## src/rtl/stack_ptr_unit.sv

```systemverilog
module stack_ptr_unit #(
  parameter int BW = 8,
  parameter logic [2*BW-1:0] STACK_TOP = 16'h085F
) (
  input  logic          clk,
  input  logic          rst_n,
  input  logic          wr_hi,
  input  logic          wr_lo,
  input  logic [BW-1:0] wr_data,
  input  logic          push_byte,
  input  logic          pop_byte,
  input  logic          call_push,
  input  logic          ret_pop,
  output logic [2*BW-1:0] mem_addr,
  output logic          mem_wr,
  output logic          mem_rd,
  output logic          ra_hi,
  output logic          busy,
  output logic [2*BW-1:0] sp,
  output logic          underflow
);
  localparam int AW = 2 * BW;
  localparam logic [AW-1:0] ONE = AW'(1);

  typedef enum logic [1:0] {PH_IDLE, PH_CALL2, PH_RET2} phase_t;

  phase_t         phase, phase_nxt;
  logic [AW-1:0]  sp_q, sp_nxt;
  logic [AW-1:0]  sp_up;
  logic           sw;

  assign sw    = wr_hi | wr_lo;
  assign sp_up = sp_q + ONE;

  always_comb begin
    phase_nxt = PH_IDLE;
    sp_nxt    = sp_q;
    mem_addr  = sp_q;
    mem_wr    = 1'b0;
    mem_rd    = 1'b0;
    ra_hi     = 1'b0;
    if (sw) begin
      sp_nxt = {wr_hi ? wr_data : sp_q[AW-1:BW], wr_lo ? wr_data : sp_q[BW-1:0]};
    end else if (phase == PH_CALL2) begin
      mem_wr = 1'b1;
      ra_hi  = 1'b1;
      sp_nxt = sp_q - ONE;
    end else if (phase == PH_RET2) begin
      mem_addr = sp_up;
      mem_rd   = 1'b1;
      sp_nxt   = sp_up;
    end else if (call_push) begin
      mem_wr    = 1'b1;
      sp_nxt    = sp_q - ONE;
      phase_nxt = PH_CALL2;
    end else if (ret_pop) begin
      mem_addr  = sp_up;
      mem_rd    = 1'b1;
      ra_hi     = 1'b1;
      sp_nxt    = sp_up;
      phase_nxt = PH_RET2;
    end else if (push_byte) begin
      mem_wr = 1'b1;
      sp_nxt = sp_q - ONE;
    end else if (pop_byte) begin
      mem_addr = sp_up;
      mem_rd   = 1'b1;
      sp_nxt   = sp_up;
    end
  end

  always_ff @(posedge clk) begin
    if (!rst_n) begin
      sp_q  <= '0;
      phase <= PH_IDLE;
    end else begin
      sp_q  <= sp_nxt;
      phase <= phase_nxt;
    end
  end

  assign sp        = sp_q;
  assign busy      = (phase != PH_IDLE);
  assign underflow = mem_rd && (mem_addr > STACK_TOP);
endmodule

```

## config.mk

```make
export PLATFORM = sky130hd
export DESIGN_NAME = stack_ptr_unit
export DESIGN_NICKNAME = d
export VERILOG_FILES = /design/src/rtl/stack_ptr_unit.sv
export SDC_FILE = /design/constraint.sdc
export NUM_CORES = 1
export LEC_CHECK = 0
export ABC_AREA = 0
export BUFFER_PORTS_ARGS = -buffer_cell sky130_fd_sc_hd__buf_2
export CAP_MARGIN = 20
export CORE_MARGIN = 10
export CORE_UTILIZATION = 54
export CTS_BUF_LIST = sky130_fd_sc_hd__clkbuf_16
export CTS_CLUSTER_SIZE = 28
export DETAILED_ROUTE_END_ITERATION = 10
export PLACE_DENSITY = 0.89
export SYNTH_ARGS = -nofsm -noshare
export SYNTH_HDL_FRONTEND = slang
export SYNTH_SLANG_ARGS = --single-unit
```

## constraint.sdc

```tcl
create_clock -name clk -period 3.4 [get_ports clk]
set_clock_uncertainty 0.15 [all_clocks]
set_input_delay 0.34 -clock clk [delete_from_list [all_inputs] [get_ports clk]]
set_output_delay 0.34 -clock clk [all_outputs]
set_load 0.05 [all_outputs]
```

==> results of run 1 <==
==> final timing paths <==
check / start / endpoint / cells after the start
max: sp[0] / underflow / 8
min: wr_data[7] / sp[15] / 2
max reg2reg: phase[0] / sp[7] / 8
min reg2reg: sp[5] / sp[5] / 2
==> where the power goes <==
group	internal, mW	switching, mW
Sequential	0.229	0.0395
Clock	0.155	0.0847
Combinational	0.124	0.279
==> through the flow <==
step | area (sq um) | hold slack [ns] | util
after floorplan | 2100 | 0.339 | -
after global placement | 2420 | 0.417 | 0.660
after detailed placement | 2420 | 0.436 | 0.660
after CTS | 2500 | 0.212 | 0.683
after global routing | 2500 | 0.229 | 0.684
final | 2500 | 0.213 | 0.684
==> area by class of cell <==
cell class	count	area (sq um)	area share
inverter	12	45.0	0.0180
sequential	18	364	0.145
clock buffer	3	75.1	0.0300
tap	48	60.1	0.0240
multi-input combinational	243	1590	0.637
timing repair buffer	66	365	0.146
==> flip-flops by register name (all words and copies together) (netlist names) <==
register / flops
phase: 2
sp: 16
==> timing repair <==
action | 4_1_cts | 5_1_grt
pin swaps | 0 | 1
setup endpoints to repair | 1 | 1
buffers inserted | 0 | 0
gates resized for setup | 2 | 3
gates cloned | 0 | 0
==> cells in the mapped netlist (4+ instances only) <==
cell,number
nor2_1,32
nand2_1,26
a21oi_1,23
clkbuf_1,21
dfxtp_1,18
nor3_1,18
o21ai_0,17
xnor2_1,16
inv_1,12
nand3_1,12
or3_1,8
a31oi_1,7
xor2_1,7
nor4_1,6
ha_1,5
o22ai_1,5
and3_1,4
nand2b_1,4
o211ai_1,4
o221ai_1,4
==> critical path, stage by stage (launching register included) <==
cell	delay [ns]
dfxtp_2	0.42
ha_2	0.28
nand4_2	0.17
or2_2	0.38
nor3_2	0.25
xor2_2	0.10
or4b_1	0.52
a22o_1	0.20
buf_2	0.21
==> per-layer routing <==
metal  wire, um  share of wire  global-route usage
met5          0              0                   0
met3        901           0.13              0.0508
met2       3260           0.46               0.336
met1       2740           0.39               0.255
met4        181          0.026              0.0796
==> cells by family after synthesis <==
kind of cell,synth area share
and+or+nand+nor,0.314
buffers and inverters,0.0757
muxes,0.0148
AOI/OAI and AO/OA,0.288
DFF,0.177
adders and majority gates,0.0308
xor gates and xnor gates,0.0991
==> flow_summary.toml, run 1 <==
[detailed_routing]
drt_iter0_drc = 311
drt-total-wl_mm = 7.08
vias = 2575
firstDrtPassIters = 5
via_per_inst = 6.60
drc = 0
drtAntennaViolNets = 0
wl_per_cell_um = 18.2

[yosys]
yosysSeqAreaShare = 0.177
synthDistinctLibCells = 49
synth_top_area_frac = 0.177
ys_warn_count = 0
async_reset_ff_frac = 0
syn_area_sq_um = 2030
synth_fp_nets = 320
ys.flop_type = "dfxtp_1"
synth_edf_count = 0
synth_area_leaders = "dfxtp_1 18%, xnor2_1 6.9%, nor2_1 5.9%, a21oi_1 5.7%, nand2_1 4.8%"
yosys.area.top_type = "dfxtp_1"
syn_avg_cell_area_sq_um = 6.80
synth-seq-cells = 18
synth_cells = 299

[cts]
clkTransAtPathRegs_ns = 0.06
clock_path_buffers = 2
cts_tree = "built"
cts.sinks = 18
htreeDepth = 1
cts_hold_buf = 0
worstSkewPairLatency_ns = 0.25
cts_made_buffers = 3
cts-root-buf = "clkbuf_16"

[critical_path]
critPathKind = "register to primary output"
rrSetupSlack_ns = 0.74
worst-endpoint-arrival_ns = 2.78
critical_path_required_ns = 2.91
path_max_fanout = 9
start_kind = "register"
end_kind = "primary output"

[power]
p_total_mw = 0.911
peakVddDrop_mv = 0.256
total_leakage_power_nw = 1.10
power_density_nw_per_um2 = 364

[placement]
dp_slack_ns = 0.139
io_buffers = 52
hpwl_mm = 5.17
gp_congestion = 0.982
dp_cells = 387

[floorplan]
initial_core_util = 0.555
core-area_sq_um = 3660
die_x_um = 81.4
io_pins = 53
rows = 22
die_h_um = 81.4
dieArea_sq_um = 6620

[timing]
period_share = 0.960
fmaxAchievable_mhz = 306
final_max_slew_viol_count = 0
fin_crit_ns = 3.27
hold_viol = 0
grt_setup_unrepaired = "no"
totalNegativeSetupSlack_ns = 0
maxSlewHeadroom = 0.477
setup_ws_ns = 0.135
tightest_slew_ns = 0.780
report.final.setup_viol = 0

[min_path]
min_path_type = "input pin to register"

[layout]
final_common_cell = "buf_2"
drive_gt1_frac = 0.272
final_cells = 390
diodes = 0
fill_cells = 333
layout_common_cells = "52 x buf_2, 32 x nor2_1, 26 x nand2_1"
area_growth_syn_to_layout_pct = 23.1
nNetsFinal = 365

[status]
run_status = "completed"

[grt]
antenna_found_initial = 0
overflow = 0
track_usage = 0.207
grt_pass1_vias = 2324
grt_max_degree = 18
grt_pass1_wl_mm = 11.1

[run]
drv_cap = 0
(Power assumes the default switching activity.)
==> inputs of run 2 (changes only) <==
==> constraint.sdc (replaced) <==
create_clock -name clk -period 3.4 [get_ports clk]
set_clock_uncertainty 0.15 [all_clocks]
set_input_delay 0.85 -clock clk [delete_from_list [all_inputs] [get_ports clk]]
set_output_delay 0.85 -clock clk [all_outputs]
set_load 0.05 [all_outputs]
==> flow_summary.toml, run 2 (synthesis results as in run 1) <==
[status]
run_status = "finished, violations left"
failed_checks = "negative setup slack"

[power]
total_leakage_power_nw = 1.34
power_density_nw_per_um2 = 331
peakVddDrop_mv = 0.161
p_total_mw = 0.989

[floorplan]
initial_core_util = 0.555
io_pins = 53
die_x_um = 81.4
core-area_sq_um = 3660
rows = 22
die_h_um = 81.4
dieArea_sq_um = 6620

[detailed_routing]
wl_per_cell_um = 19.2
drc = 0
drtAntennaViolNets = 0
firstDrtPassIters = 5
drt_iter0_drc = 505
via_per_inst = 6.65
vias = 2845
drt-total-wl_mm = 8.23

[timing]
fmaxAchievable_mhz = 272
maxSlewHeadroom = 0.671
fin_crit_ns = 3.67
hold_viol = 0
report.final.setup_viol = 1
final_max_slew_viol_count = 0
period_share = 1.08
tightest_slew_ns = 0.489
setup_ws_ns = -0.272
grt_setup_unrepaired = "yes"

[cts]
htreeDepth = 1
cts-root-buf = "clkbuf_16"
cts_made_buffers = 3
clock_path_buffers = 2
worstSkewPairLatency_ns = 0.25
cts.sinks = 18
clkTransAtPathRegs_ns = 0.05
cts_tree = "built"
cts_hold_buf = 0

[critical_path]
end_kind = "primary output"
worst-endpoint-arrival_ns = 2.67
critical_path_required_ns = 2.40
path_max_fanout = 6
start_kind = "input pin"
critPathKind = "input pin to primary output"

[grt]
grt_max_degree = 18
antenna_found_initial = 0
overflow = 0
grt_pass1_wl_mm = 13.1
track_usage = 0.244
grt_pass1_vias = 2765

[layout]
diodes = 0
nNetsFinal = 402
largest_register_ffs = 16
area_growth_syn_to_layout_pct = 47.0
fill_cells = 237
drive_gt1_frac = 0.395
final_common_cell = "buf_4"
layout_common_cells = "52 x buf_4, 40 x buf_2, 30 x nor2_1"

[placement]
dp_slack_ns = -0.343
hpwl_mm = 5.86
io_buffers = 52
gp_congestion = 0.957

[min_path]
min_path_type = "register to register"

[run]
drv_cap = 0
==> run 2: cell types whose count changed in the layout (fill, tap and decap cells not counted), moves of 4 or more <==
cell,change
buf_2,-12
buf_4,+38
buf_6,+5
clkbuf_4,+5
dfxtp_1,-4
==> run 2: repair_timing <==
item                                    4_1_cts  5_1_grt
hold endpoints to repair                      0        0
pin swaps                                     4        6
buffers inserted                              0        2
resized for setup                             8       22
cloned                                        0        0
endpoints found under the setup margin        4        7
==> run 2: layout make-up <==
| type | count | area [sq um] | area share |
|---|---|---|---|
| clock buffers | 3 | 75.1 | 0.0251 |
| clock inverters | 1 | 3.75 | 0.00126 |
| inverters | 12 | 45.0 | 0.0151 |
| multi-input cells | 243 | 1730 | 0.579 |
| flip-flops and latches | 18 | 374 | 0.125 |
| well taps | 48 | 60.1 | 0.0201 |
| repair buffers | 103 | 699 | 0.234 |
==> run 2: routing by layer <==
layer | global-route usage | wire (um) | up-vias
met2 | 0.398 | 3790 | 251
met4 | 0.138 | 554 | 0
met3 | 0.0563 | 1000 | 81
met5 | 0 | 0 | -
met1 | 0.286 | 2890 | 1259
li1 | - | - | 1254
==> run 2: path summary, 6_finish.rpt <==
kind / slack (ns) / start / cells past startpoint / end
setup / recovery: -0.27 / ret_pop / 9 / underflow
hold / removal: 0.45 / phase[1] / 3 / phase[0]
setup reg to reg: 0.91 / sp[2] / 7 / sp[9]
hold reg to reg: 0.45 / phase[1] / 3 / phase[0]
==> run 2: stage by stage <==
step	utilization	cells	instance area, sq um	hold WS [ns]	setup TNS, ns
2_1_floorplan	-	299	2230	0.401	-0.120
3_3_place_gp	0.766	422	2800	0.417	-0.435
3_5_place_dp	0.766	422	2800	0.442	-0.482
4_1_cts	0.795	426	2910	0.450	-0.281
5_1_grt	0.816	428	2990	0.489	-0.353
6_report	0.816	428	2990	0.450	-0.272
==> run 2: worst max-delay path: stages <==
cell	delay, ns
buf_6	0.09
nor2b_4	0.12
o31ai_4	0.44
inv_2	0.08
nand2_2	0.09
a32oi_1	0.06
or4b_4	0.55
a22o_4	0.24
buf_8	0.15
==> run 2: power by group <==
| part | switching, mW | internal (mW) | total [mW] |
|---|---|---|---|
| Sequential | 0.0159 | 0.229 | 0.245 |
| Combinational | 0.329 | 0.171 | 0.500 |
| Clock | 0.0873 | 0.157 | 0.244 |
| Total | 0.432 | 0.557 | 0.989 |
